===== config.mk =====
export PLATFORM = sky130hd
export DESIGN_NAME = pwm_oc_timer
export DESIGN_NICKNAME = d
export VERILOG_FILES = /design/src/rtl/pwm_oc_pkg.sv /design/src/rtl/pwm_oc_regs.sv /design/src/rtl/pwm_oc_presc.sv /design/src/rtl/pwm_oc_count.sv /design/src/rtl/pwm_oc_pin.sv /design/src/rtl/pwm_oc_timer.sv
export SDC_FILE = /design/constraint.sdc
export NUM_CORES = 1
export LEC_CHECK = 0
export ABC_AREA = 1
export BUFFER_PORTS_ARGS = -buffer_cell sky130_fd_sc_hd__buf_2
export CAP_MARGIN = 20
export CORE_ASPECT_RATIO = 0.6
export CORE_UTILIZATION = 25
export CTS_CLUSTER_DIAMETER = 40
export DETAILED_ROUTE_END_ITERATION = 6
export PLACE_DENSITY = 0.47
export SLEW_MARGIN = 20
export SYNTH_ARGS = -nofsm -noshare
export SYNTH_HDL_FRONTEND = slang
export SYNTH_SLANG_ARGS = --single-unit

===== constraint.sdc =====
create_clock -name clk -period 5.1 [get_ports clk]
set_input_delay 0.51 -clock clk [delete_from_list [all_inputs] [get_ports clk]]
set_output_delay 0.51 -clock clk [all_outputs]
set_load 0.02 [all_outputs]

===== src/rtl/pwm_oc_pkg.sv =====
package pwm_oc_pkg;
    localparam int DATA_W    = 16;
    localparam int ADDR_W    = 2;
    localparam int SEL_W     = 3;
    localparam int MAX_SHIFT = 6;

    typedef enum logic [1:0] {
        MODE_OFF    = 2'b00,
        MODE_TOGGLE = 2'b01,
        MODE_PWM    = 2'b10,
        MODE_RSVD   = 2'b11
    } out_mode_e;

    // Control word layout: [5] invert, [4:3] mode, [2:0] divider select
    typedef struct packed {
        logic             invert;
        out_mode_e        mode;
        logic [SEL_W-1:0] div_sel;
    } ctrl_t;

    localparam logic [ADDR_W-1:0] ADDR_PERIOD  = 2'd0;
    localparam logic [ADDR_W-1:0] ADDR_COMPARE = 2'd1;
    localparam logic [ADDR_W-1:0] ADDR_CTRL    = 2'd2;
endpackage


===== src/rtl/pwm_oc_regs.sv =====
module pwm_oc_regs
    import pwm_oc_pkg::*;
#(
    parameter int DW = DATA_W,
    parameter int AW = ADDR_W
) (
    input  logic          clk,
    input  logic          rst,
    input  logic          wr_en,
    input  logic [AW-1:0] wr_addr,
    input  logic [DW-1:0] wr_data,
    output logic [DW-1:0] period_o,
    output logic [DW-1:0] compare_o,
    output ctrl_t         ctrl_o
);
    localparam int CW = $bits(ctrl_t);

    typedef struct packed {
        logic [DW-1:0] period;
        logic [DW-1:0] compare;
        ctrl_t         ctrl;
    } regs_t;

    regs_t r_d, r_q;
    logic  unused_hi;

    assign unused_hi = ^wr_data[DW-1:CW];

    always_comb begin
        r_d = r_q;
        if (wr_en) begin
            case (wr_addr)
                ADDR_PERIOD:  r_d.period  = wr_data;
                ADDR_COMPARE: r_d.compare = wr_data;
                ADDR_CTRL:    r_d.ctrl    = ctrl_t'(wr_data[CW-1:0]);
                default:      ;
            endcase
        end
    end

    always_ff @(posedge clk) begin
        if (rst) r_q <= regs_t'({{DW{1'b1}}, {DW{1'b0}}, {CW{1'b0}}});
        else     r_q <= r_d;
    end

    assign period_o  = r_q.period;
    assign compare_o = r_q.compare;
    assign ctrl_o    = r_q.ctrl;
endmodule


===== src/rtl/pwm_oc_presc.sv =====
module pwm_oc_presc #(
    parameter int SW        = 3,
    parameter int MAX_SHIFT = 6
) (
    input  logic          clk,
    input  logic          rst,
    input  logic [SW-1:0] sel,
    output logic          tick
);
    localparam int DIV_W = MAX_SHIFT;

    logic [DIV_W-1:0] div_d, div_q;
    logic [DIV_W-1:0] mask;
    int               shift;

    always_comb begin
        shift = (int'(sel) > MAX_SHIFT) ? MAX_SHIFT : int'(sel);
        for (int i = 0; i < DIV_W; i++) begin
            mask[i] = (i < shift);
        end
        tick  = ((div_q & mask) == mask);
        div_d = div_q + 1'b1;
    end

    always_ff @(posedge clk) begin
        if (rst) div_q <= '0;
        else     div_q <= div_d;
    end
endmodule


===== src/rtl/pwm_oc_count.sv =====
module pwm_oc_count #(
    parameter int DW = 16
) (
    input  logic          clk,
    input  logic          rst,
    input  logic          tick,
    input  logic [DW-1:0] period,
    input  logic [DW-1:0] compare,
    output logic [DW-1:0] cnt,
    output logic          ovf_ev,
    output logic          cmp_ev
);
    logic [DW-1:0] cnt_d, cnt_q;
    logic [DW-1:0] step;
    logic          at_end;

    always_comb begin
        at_end = (cnt_q == period);
        step   = at_end ? '0 : cnt_q + 1'b1;
        ovf_ev = tick && at_end;
        cmp_ev = tick && (step == compare);
        cnt_d  = tick ? step : cnt_q;
    end

    always_ff @(posedge clk) begin
        if (rst) cnt_q <= '0;
        else     cnt_q <= cnt_d;
    end

    assign cnt = cnt_q;
endmodule


===== src/rtl/pwm_oc_pin.sv =====
module pwm_oc_pin
    import pwm_oc_pkg::*;
(
    input  logic      clk,
    input  logic      rst,
    input  logic      ovf_ev,
    input  logic      cmp_ev,
    input  logic      ovf_clr,
    input  logic      cmp_clr,
    input  out_mode_e mode,
    input  logic      invert,
    output logic      pin,
    output logic      ovf_flag,
    output logic      cmp_flag
);
    typedef struct packed {
        logic pin;
        logic ovf;
        logic cmp;
    } pin_st_t;

    pin_st_t s_d, s_q;

    always_comb begin
        s_d     = s_q;
        s_d.ovf = ovf_ev | (s_q.ovf & ~ovf_clr);
        s_d.cmp = cmp_ev | (s_q.cmp & ~cmp_clr);
        case (mode)
            MODE_PWM: begin
                if (ovf_ev)      s_d.pin = ~invert;
                else if (cmp_ev) s_d.pin = invert;
            end
            MODE_TOGGLE: begin
                if (cmp_ev) s_d.pin = ~s_q.pin;
            end
            default: s_d.pin = 1'b0;
        endcase
    end

    always_ff @(posedge clk) begin
        if (rst) s_q <= '0;
        else     s_q <= s_d;
    end

    assign pin      = s_q.pin;
    assign ovf_flag = s_q.ovf;
    assign cmp_flag = s_q.cmp;
endmodule


===== src/rtl/pwm_oc_timer.sv =====
module pwm_oc_timer
    import pwm_oc_pkg::*;
#(
    parameter int DW = DATA_W,
    parameter int AW = ADDR_W
) (
    input  logic          clk,
    input  logic          rst,
    input  logic          wr_en,
    input  logic [AW-1:0] wr_addr,
    input  logic [DW-1:0] wr_data,
    input  logic          ovf_clr,
    input  logic          cmp_clr,
    output logic          pwm_out,
    output logic          ovf_flag,
    output logic          cmp_flag
);
    logic [DW-1:0] period_w, compare_w, cnt_w;
    ctrl_t         ctrl_w;
    logic          tick_w, ovf_ev, cmp_ev;

    pwm_oc_regs #(.DW(DW), .AW(AW)) u_regs (
        .clk(clk), .rst(rst), .wr_en(wr_en), .wr_addr(wr_addr), .wr_data(wr_data),
        .period_o(period_w), .compare_o(compare_w), .ctrl_o(ctrl_w)
    );

    pwm_oc_presc #(.SW(SEL_W), .MAX_SHIFT(MAX_SHIFT)) u_presc (
        .clk(clk), .rst(rst), .sel(ctrl_w.div_sel), .tick(tick_w)
    );

    pwm_oc_count #(.DW(DW)) u_count (
        .clk(clk), .rst(rst), .tick(tick_w), .period(period_w), .compare(compare_w),
        .cnt(cnt_w), .ovf_ev(ovf_ev), .cmp_ev(cmp_ev)
    );

    pwm_oc_pin u_pin (
        .clk(clk), .rst(rst), .ovf_ev(ovf_ev), .cmp_ev(cmp_ev),
        .ovf_clr(ovf_clr), .cmp_clr(cmp_clr),
        .mode(ctrl_w.mode), .invert(ctrl_w.invert),
        .pin(pwm_out), .ovf_flag(ovf_flag), .cmp_flag(cmp_flag)
    );
endmodule


==> results of run 1 <==
[state kept, by name (all words and copies together) (netlist names)]
register,count
u_count.cnt,16
u_pin.cmp_flag,1
u_pin.ovf_flag,1
u_pin.pin,1
u_presc.div_q,6
u_regs.compare_o,16
u_regs.ctrl_o,6
u_regs.period_o,16
[how the worst min path moves through the flow]
stage,startpoint,to
2_1_floorplan,u_presc.div_q[0],u_presc.div_q[0]
3_3_place_gp,u_pin.ovf_flag,u_pin.ovf_flag
3_5_place_dp,u_pin.ovf_flag,u_pin.ovf_flag
4_1_cts,wr_data[9],u_regs.period_o[9]
5_1_grt,wr_data[11],u_regs.period_o[11]
6_report,wr_data[9],u_regs.period_o[9]
[cell usage after synthesis (2+ instances only)]
| cell type | count |
|---|---|
| inv_2 | 5 |
| clkbuf_1 | 14 |
| buf_4 | 2 |
| nor2_1 | 45 |
| o21ai_0 | 45 |
| nand2_1 | 138 |
| nor2_2 | 4 |
| nand3_2 | 3 |
| nand2_2 | 4 |
| o211ai_1 | 17 |
| nand4_1 | 3 |
| xor2_1 | 9 |
| nand3_1 | 24 |
| a21oi_1 | 42 |
| or2_2 | 2 |
| nor3_1 | 4 |
| dfxtp_1 | 63 |
| inv_1 | 69 |
| ha_1 | 4 |
| buf_6 | 2 |
[layer usage]
metal | vias up | GRT usage [%]
met2 | 66 | 16.1
met1 | 1370 | 22.0
li1 | 1643 | -
met4 | 0 | 3.79
met5 | - | 0
met3 | 5 | 4.32
[worst min-delay path: cells and delay by family]
kind | cells | cell delay (ns)
simple gates | 1 | 0.05
compound gates | 1 | 0.06
buf+inv | 1 | 0.08
[area by class of cell]
class	instances	area [um2]	share of cell area, %
Tap cell	170	213	5.48
Multi-Input combinational cell	348	1670	43.0
Clock inverter	6	85.1	2.19
Timing Repair Buffer	27	140	3.61
Inverter	75	282	7.26
Clock buffer	10	229	5.90
Sequential cell	63	1260	32.5
[where the power goes]
part | total [mW] | switching, mW | internal, mW
Sequential | 0.567 | 0.0383 | 0.529
Clock | 0.654 | 0.228 | 0.426
Combinational | 0.210 | 0.134 | 0.0759
Total | 1.43 | 0.400 | 1.03
[logic make-up after synthesis]
| logic type | Yosys count |
|---|---|
| AO/OA/AOI/OAI | 107 |
| AND/OR/NAND/NOR | 227 |
| flip-flops | 63 |
| adder cells (fa/ha/maj) | 4 |
| XOR/XNOR | 10 |
| buffers and inverters | 95 |
[through the flow]
stage	setup WS (ns)	cells	utilization, %	total power [mW]	hold WS (ns)
detailed placement	2.60	683	27.7	0.787	0.462
CTS	2.59	699	30.2	1.45	0.396
global placement	2.62	683	27.7	0.785	0.452
floorplan	3.25	506	-	0.726	0.438
global route	2.28	699	30.2	1.51	0.416
finish	2.59	699	30.2	1.43	0.408
==> metrics.md, run 1 <==
| Metric | Value |
|---|---|
| Largest family of logic cells by synthesized area | simple AND/OR/NAND/NOR gates |
| Final Setup Violations | 0 |
| Area grow syn2layout | 17.3% |
| RSZ-0062 raised after global routing | false |
| Run status | completed |
| # rows | 32 |
| ANT nets after route | 0 |
| Gpl congestion | just over 0.8 |
| Critical Path End Type | register |
| Initial Util | 25.7% |
| Clock sinks | 63 |
| Post-synthesis sequential area ratio | 38.1% |
| Reg-to-reg slack, setup | approximately 2.6 ns |
| # resized after CTS | 0 |
| Fmax | around 0.40 GHz |
| Hold path depth | 3 |
| CP Cell Sequence | inv_1 > nand2_1 > nand2_1 > nor2_1 > nand2_1 > nor2_1 > nand2_2 > nand3_1 > nand2_1 > nor2_1 > nand2_1 > nor2_1 > nand3_2 > a21oi_1 > nor2_1 |
| WP buf/inv | 1 |
| Routed length on met3 | a little under 500 um |
| Initial antenna violation count | 0 |
| Iter 0 DRT Violations | between 150 and 200 |
| Post CTS Setup Buffer Count | 0 |
| Worst setup endpoint | u_pin.pin |
| Vias in the first global route | 2771 |
| Setup CP Type | reg2reg |
| Critical path depth in cells | 15 |
| WP data arrival | roughly 2.7 ns |
| Layout cell share with drive strength beyond 1 | between 10% and 20% |
| Final period util | about half |
| Uppermost layer routed | met4 |
| RR Endpoint | u_pin.pin |
| Cell Pwr Density | 369 nW/um2 |
| Worst Setup SP | u_count.cnt[0] |
| Ports | 26 |
| Final wirelength | around 8.6 mm |
| First drt pass iteration count | 5 |
| Synthesized flop and latch total | 63 |
| Cells after Synth | between 500 and 600 |
| Worst slew pin tran | approximately 1.0 ns |
| Asr flop ratio synth | 0% |
| XOR/XNOR Fraction of Synth Area | approximately 2.6% |
| Avg WL per Cell | roughly 12 um |
| Highest-delay cell along the critical path | dfxtp_1 |
| Layout net count | between 500 and 600 |
| EDFF count, synth | 0 |
| Clock transition at the registers of the reported paths | about 0.05 ns |
| Post-DP Area | ~3600 um2 |
| Max incr delay on CP | roughly 0.41 ns |
| Largest net degree at the start of global routing | just under 60 |
| Clock buffer depth | 2 |
| Total global routing track utilization | between 10% and 20% |
| Most frequent cells in the layout | 138 x nand2_1, 69 x inv_1, 63 x dfxtp_1 |
| Max-slew violations | 0 |
| Final routed DRC violation total | 0 |
| Final clock skew | between 0.004 and 0.005 ns |
| Leakage | around 1.7 nW |
| Req. time, crit path | approximately 5.3 ns |
| Most common cell after layout, fill and taps aside | nand2_1 |
| Primary FF master, synth | dfxtp_1 |
| CTS tree | yes |
| CP startpoint kind | register |
| Vias per inst | 4.41 |
| ANT cells | 0 |
| Worst vdd ir | between 150 and 200 uV |
| Die footprint | between 10000 and 15000 um2 |
| Hold Crit Class | in2reg |
| Adder-Cell Fraction of Synth Area | between 1.5 and 2% |
| # Max-Cap Violations | 0 |
| Global-route wire length before repair | between 10 and 15 mm |
| Crit Reg-Reg Startpoint | u_count.cnt[0] |
| DPL Wire Length | 6.09 mm |
| Metal-1 WL | roughly 5.1 mm |
| CTS root buf | clkbuf_16 |
| Post-route cell area | a little under 4000 um2 |
| Crit path time final | 2.51 ns |
| Delay-heaviest family, CP | simple AND/OR/NAND/NOR gates |
| Skew-Pair Late Insertion Delay | about 0.33 ns |
| Worst reg2reg path depth | 15 |
| Simple-gate share of the synthesized area | between 20 and 30% |
| Fillcell total | roughly 1400 |
| I/O Buffers | 25 |
| CP Max Fanout | 32 |
| Grt ovf | 0 |
| Vias post-DR | slightly above 3000 |
| Chip width | 150 um |
| H-tree depth | 3 |
| Core footprint | approximately 13000 um2 |
| Synth Warn # | 0 |
| Synth top area cells | dfxtp_1 38%, nand2_1 16%, inv_1 7.8% |
| Synth Cell Area | around 3300 um2 |
| Compound-cell area share of the yosys netlist | around 18% |
| Syn Nets | around 530 |
| Top-area cell type share of the netlist area | between 30% and 40% |
| Die height | just over 90 um |
| Synth unique cells | 27 |
| Relative slew slack | 31.9% |
| Num CTS Buffers | 9 |
| Post-synthesis mux area share | 0% |
| Setup TNS Final | 0 ns |
| Routed met2 length | between 2 and 3 mm |
| Cell taking the most area after synthesis | dfxtp_1 |
| Cts hold-fix bufs | 0 |
| Syn Area/Cell | ~6.5 um2 |
| Hold Violations, Final | 0 |
Note: power is estimated with default switching activity, not from simulation.
==> run 2: changes to the inputs <==
==> constraint.sdc (replaced) <==
create_clock -name clk -period 2.6 [get_ports clk]
set_input_delay 0.26 -clock clk [delete_from_list [all_inputs] [get_ports clk]]
set_output_delay 0.26 -clock clk [all_outputs]
set_load 0.02 [all_outputs]
==> run 2 against run 1 <==
Against the previous run:
- combinational power is 100% higher
- clock skew up 0.0046 ns
- sequential share of layout area is 0.40 points lower
- critical endpoint unchanged
- largest cell class unchanged
- critical path depth is 1 higher
- non-clock buffer count grew 4
- final cell count is 0.57% higher
- total power is 95% higher
- core utilization rose by 0.38 points
==> metrics.md, run 2 (same netlist as run 1, synthesis figures left out) <==
| Metric | Value |
|---|---|
| # Max-Cap Violations | 0 |
| Final clock skew | a little over 0.009 ns |
| NetSw | ~0.8 mW |
| RSZ-0062 raised after global routing | false |
| DPL Wire Length | approximately 6.3 mm |
| Most common cell after layout, fill and taps aside | nand2_1 |
| Hold EP | u_regs.period_o[8] |
| Die footprint | about 14000 um2 |
| Fmax | between 0.4 and 0.5 GHz |
| Final wirelength | a little under 9 mm |
| Vias post-DR | between 3000 and 4000 |
| Reg-to-reg slack, setup | 0.25 ns |
| Layout cell share with drive strength beyond 1 | 12.6% |
| Post CTS Setup Buffer Count | 0 |
| Leakage | between 1.5 and 2 nW |
| CP startpoint kind | register |
| Cts hold-fix bufs | 0 |
| Setup CP Type | reg2reg |
| Sequential share of power | 39.8% |
| Placed cell count | 686 |
| Final period util | about nine tenths |
| Num CTS Buffers | 9 |
| Ports | 26 |
| Chip width | 150 um |
| Gpl congestion | a little under 0.8 |
| Clock sinks | 63 |
| Cell Pwr Density | between 700 and 800 nW/um2 |
| Vias per inst | roughly 4.3 |
| Most frequent cells in the layout | 138 x nand2_1, 69 x inv_1, 63 x dfxtp_1 |
| Run status | completed |
| WP data arrival | around 2.6 ns |
| Hold Crit Class | in2reg |
| Worst reg2reg path depth | 16 |
| CTS root buf | clkbuf_16 |
| Internal Power | 2.01 mW |
| Die height | between 90 and 100 um |
| Fin util | 30.6% |
| Setup TNS Final | 0 ns |
| Area grow syn2layout | 18.8% |
| Initial Util | about a quarter |
| Clk pwr share | roughly 45% |
| Crit Reg-Reg Startpoint | u_count.cnt[14] |
| Min Hold Slack | 0.153 ns |
| Skew-Pair Late Insertion Delay | between 0.3 and 0.4 ns |
| Critical Path End Type | register |
| RR Endpoint | u_pin.pin |
| Iter 0 DRT Violations | 229 |
| Largest net degree at the start of global routing | slightly below 60 |
| Crit path time final | around 2.4 ns |
| Total global routing track utilization | between 10 and 15% |
| Final instance count without filler cells | ~700 |
| Min-delay src | wr_data[8] |
| Multi-input gate area | ~1700 um2 |
| Req. time, crit path | 2.82 ns |
| Hold Violations, Final | 0 |
| First drt pass iteration count | 4 |
| CP Max Fanout | 20 |
| CTS tree | yes |
| Logic pwr share | 15.2% |
| Hold path depth | 3 |
| Worst Setup SP | u_count.cnt[14] |
| Global-route wire length before repair | roughly 15 mm |
| Max-slew violations | 0 |
| Initial antenna violation count | 0 |
| I/O Buffers | 25 |
| # resized after CTS | 0 |
| H-tree depth | 3 |
| ANT cells | 0 |
| # rows | 32 |
| Vias in the first global route | about 2800 |
| Fillcell total | 1390 |
| Clock transition at the registers of the reported paths | 0.06 ns |
| Layout net count | ~560 |
| Final routed DRC violation total | 0 |
| Clock buffer depth | 2 |
| Reg area | roughly 1300 um2 |
| Worst vdd ir | approximately 260 uV |
| Avg WL per Cell | 12.5 um |
| Final Setup Violations | 0 |
| ANT nets after route | 0 |
| Worst slew pin tran | 0.569 ns |
| Core footprint | approximately 13000 um2 |
| Relative slew slack | between 60% and 70% |
| Sw frac | between 20% and 30% |
| Grt ovf | 0 |
[run 2: how the worst max path moves through the flow]
stage                      to  slack (ns)  cells past startpoint
CTS                 u_pin.pin        0.25                     16
floorplan           u_pin.pin        0.75                     15
global placement    u_pin.pin        0.27                     16
global route        u_pin.pin        0.03                     17
finish              u_pin.pin        0.25                     16
detailed placement  u_pin.pin        0.26                     16
[run 2: final cells by class]
cell class | instances | area share, %
Clock inverter | 3 | 1.02
Clock buffer | 13 | 6.88
Timing Repair Buffer | 31 | 4.84
Tap cell | 170 | 5.42
Inverter | 75 | 7.17
Multi-Input combinational cell | 348 | 42.6
Sequential cell | 63 | 32.1
[run 2: power by group through the flow]
stage | registers (mW) | clock network [mW] | logic, mW
floorplan | 1.11 | 0 | 0.319
global placement | 1.13 | 0 | 0.415
detailed placement | 1.13 | 0 | 0.419
CTS | 1.11 | 1.29 | 0.420
global route | 1.13 | 1.34 | 0.491
finish | 1.11 | 1.26 | 0.424
[run 2: worst max-delay path, cell delays in order, from the launching register on]
cell and delay, ns:
dfxtp_1 0.43, inv_1 0.12, nand2_1 0.07, nand2_1 0.04
nor2_1 0.16, nand2_1 0.13, nor2_1 0.13, nand2_2 0.07
buf_4 0.21, nand3_1 0.08, nand2_1 0.06, nor2_1 0.18
nand2_1 0.09, nor2_2 0.13, nand3_2 0.13, a21oi_1 0.15
nor2_1 0.06
[run 2: stage by stage]
step | power [mW] | setup WS [ns] | area, um2
after floorplan | 1.42 | 0.751 | 3310
after global placement | 1.55 | 0.267 | 3590
after detailed placement | 1.55 | 0.259 | 3590
after CTS | 2.82 | 0.248 | 3900
after global routing | 2.95 | 0.0265 | 3930
final | 2.80 | 0.246 | 3930
[run 2: per-layer routing]
| metal | vias to the layer above | routed length [um] | GRT usage (%) |
|---|---|---|---|
| met5 | - | 0 | 0 |
| met3 | 9 | 587 | 4.27 |
| met1 | 1322 | 5150 | 23.1 |
| met2 | 56 | 2920 | 16.4 |
| met4 | 0 | 121 | 4.46 |
| li1 | 1655 | - | - |
==> run 3: changes to the inputs <==
--- a/config.mk
+++ b/config.mk
@@ -8,11 +8,14 @@
 export ABC_AREA = 1
 export BUFFER_PORTS_ARGS = -buffer_cell sky130_fd_sc_hd__buf_2
 export CAP_MARGIN = 20
+export CELL_PAD_IN_SITES_DETAIL_PLACEMENT = 2
+export CELL_PAD_IN_SITES_GLOBAL_PLACEMENT = 2
 export CORE_ASPECT_RATIO = 0.6
 export CORE_UTILIZATION = 25
 export CTS_CLUSTER_DIAMETER = 40
 export DETAILED_ROUTE_END_ITERATION = 6
-export PLACE_DENSITY = 0.47
+export PLACE_DENSITY = 0.7
+export SETUP_SLACK_MARGIN = 0.4
 export SLEW_MARGIN = 20
 export SYNTH_ARGS = -nofsm -noshare
 export SYNTH_HDL_FRONTEND = slang
==> run 3 against run 2 <==
Against the previous run:
- core utilization rose by 4.4 points
- non-clock buffer count rose by 25
- clock skew fell by 0.0038 ns
- global-route usage rose by 3.4 points
- critical endpoint is now u_pin.cmp_flag
- sequential power barely moved
- via count rose by 13%
- highest routed layer unchanged
- first-iteration DRC count fell by 66%
- die area did not move
- largest power group unchanged
- sequential cell count did not move
- final area rose by 14%
- final cell count rose by 3.6%
==> metrics.md, run 3 (same netlist as run 1, synthesis figures left out) <==
| Metric | Value |
|---|---|
| Run status | completed |
| Avg WL per Cell | between 15 and 20 um |
| Fmax | 0.454 GHz |
| Min Hold Slack | 0.154 ns |
| Final wirelength | approximately 12 mm |
| Delay-heaviest family, CP | simple AND/OR/NAND/NOR gates |
| CTS root buf | clkbuf_16 |
| Final clock skew | 0.00536 ns |
| ANT cells | 0 |
| Critical Path End Type | register |
| I/O Buffers | 25 |
| Layout net count | 580 |
| Layout cell share with drive strength beyond 1 | between 20% and 30% |
| H-tree depth | 3 |
| Placed cell count | between 600 and 700 |
| Die height | approximately 91 um |
| Internal Power | 2.18 mW |
| Die footprint | 13700 um2 |
| CTS tree | yes |
| # Max-Cap Violations | 0 |
| Area grow syn2layout | 35.7% |
| RR Endpoint | u_pin.cmp_flag |
| Clock sinks | 63 |
| Final period util | approximately 85% |
| Num CTS Buffers | 9 |
| Core footprint | around 13000 um2 |
| Cell Pwr Density | about 690 nW/um2 |
| Setup TNS Final | 0 ns |
| Worst vdd ir | a little under 300 uV |
| Met3 Usage GRT | slightly above 4% |
| Worst setup endpoint | u_pin.cmp_flag |
| Vias in the first global route | about 3500 |
| Iter 0 DRT Violations | between 70 and 80 |
| First drt pass iteration count | 4 |
| Met2 usage | between 20% and 30% |
| Max-slew violations | 0 |
| Met1 Track Usage GR | between 20 and 30% |
| Final instance count without filler cells | approximately 730 |
| Hold Crit Class | in2reg |
| ANT nets after route | 0 |
| Worst reg2reg path depth | 16 |
| Clock transition at the registers of the reported paths | ~0.06 ns |
| Skew-Pair Late Insertion Delay | roughly 0.34 ns |
| CP Cell Sequence | inv_1 > nand2_1 > nand2_1 > nor2_1 > nand2_2 > nor2_4 > nand2_4 > clkbuf_16 > nand3_2 > nand2_2 > nor2_2 > nand2_1 > nor2_2 > nand3_2 > buf_4 > a21oi_1 |
| Clock buffer depth | 2 |
| Largest net degree at the start of global routing | 58 |
| Vias per inst | between 4 and 5 |
| Sw frac | between 20% and 30% |
| Most common cell after layout, fill and taps aside | nand2_1 |
| Vias post-DR | between 3000 and 4000 |
| Final Setup Violations | 0 |
| Global-route wire length before repair | about 18 mm |
| Setup CP Type | reg2reg |
| Crit Reg-Reg Startpoint | u_count.cnt[4] |
| Max incr delay on CP | roughly 0.36 ns |
| WP buf/inv | 3 |
| CP Max Fanout | 8 |
| Reg-to-reg slack, setup | 0.40 ns |
| Initial Util | 25.7% |
| Req. time, crit path | 2.87 ns |
| NetSw | just over 0.9 mW |
| Busiest grt layer | met2 |
| Total global routing track utilization | 17.5% |
| # rows | 32 |
| Grt ovf | 0 |
| CP dominant cell by count | nand2_1 |
| Logic pwr share | between 10% and 20% |
| Leakage | approximately 2 nW |
| Ports | 26 |
| Worst slew pin tran | a little under 0.6 ns |
| RSZ-0062 raised after global routing | true |
| DPL Wire Length | approximately 8 mm |
| Worst Setup SP | u_count.cnt[4] |
| Relative slew slack | a little over 60% |
| Gpl congestion | roughly 0.75 |
| Sequential share of power | 36.4% |
| Cts hold-fix bufs | 0 |
| Final routed DRC violation total | 0 |
| WP data arrival | approximately 2.5 ns |
| Crit path time final | roughly 2.2 ns |
| Clk pwr share | between 40% and 50% |
| Most frequent cells in the layout | 120 x nand2_1, 61 x inv_1, 45 x dfxtp_1 |
| Chip width | 150 um |
| Initial antenna violation count | 0 |
| Hold Violations, Final | 0 |
| CP startpoint kind | register |
| Highest-delay cell along the critical path | dfxtp_2 |
| Critical path depth in cells | 16 |
-- run 3: cell count changes in the layout (fill, tap and decap cells not counted), sizes merged --
cell,previous run,this run
buf,31,54
clkinvlp,0,2
bufinv,1,2
clkinv,3,2
-- run 3: what timing repair did --
action | in CTS | in global routing
endpoints found under the setup margin | 2 | 2
gates cloned | 0 | 3
buffers inserted | 3 | 15
gates resized for setup | 30 | 76
pin swaps | 5 | 40
hold endpoints to repair | 0 | 0
-- run 3: worst min path at each step --
stage | cells past startpoint | slack, ns | start | to
2_1_floorplan | 1 | 0.33 | rst | u_presc.div_q[0]
3_3_place_gp | 2 | 0.45 | u_pin.ovf_flag | u_pin.ovf_flag
3_5_place_dp | 2 | 0.47 | u_pin.cmp_flag | u_pin.cmp_flag
4_1_cts | 3 | 0.15 | wr_data[12] | u_regs.period_o[12]
5_1_grt | 3 | 0.17 | wr_data[13] | u_regs.period_o[13]
6_report | 3 | 0.15 | wr_data[12] | u_regs.period_o[12]
-- run 3: area by class of cell --
cell class	instances	area [um2]
Timing Repair Buffer	56	429
Multi-Input combinational cell	348	1910
Clock buffer	11	253
Fill cell	1508	8370
Tap cell	170	213
Clock inverter	5	80.1
Sequential cell	63	1310
Inverter	75	287
-- run 3: power by group through the flow --
| stage | Combinational [mW] | Sequential [mW] | Clock (mW) |
|---|---|---|---|
| global placement | 0.441 | 1.13 | 0 |
| detailed placement | 0.459 | 1.14 | 0 |
| floorplan | 0.319 | 1.11 | 0 |
| CTS | 0.484 | 1.13 | 1.40 |
| finish | 0.612 | 1.13 | 1.36 |
| global route | 0.678 | 1.14 | 1.43 |
-- run 3: worst min-delay path: cells and delay by family --
kind                   cells  cell delay (ns)
and+or+nand+nor            1             0.05
buffers and inverters      1             0.09
AOI/OAI and AO/OA          1             0.06
-- run 3: metrics by stage --
step	power [mW]	cell area, um2	utilization, %	setup slack [ns]
floorplan	1.42	3310	-	0.751
global placement	1.57	3630	28.2	0.291
detailed placement	1.60	3630	28.2	0.203
CTS	3.01	4070	31.6	0.402
global route	3.25	4490	34.9	0.252
finish	3.10	4490	34.9	0.399
-- run 3: layer usage --
metal / vias up / wire [um]
met1: 1692 / 6400
li1: 1702 / -
met5: - / 0
met4: 0 / 146
met3: 13 / 437
met2: 44 / 5340
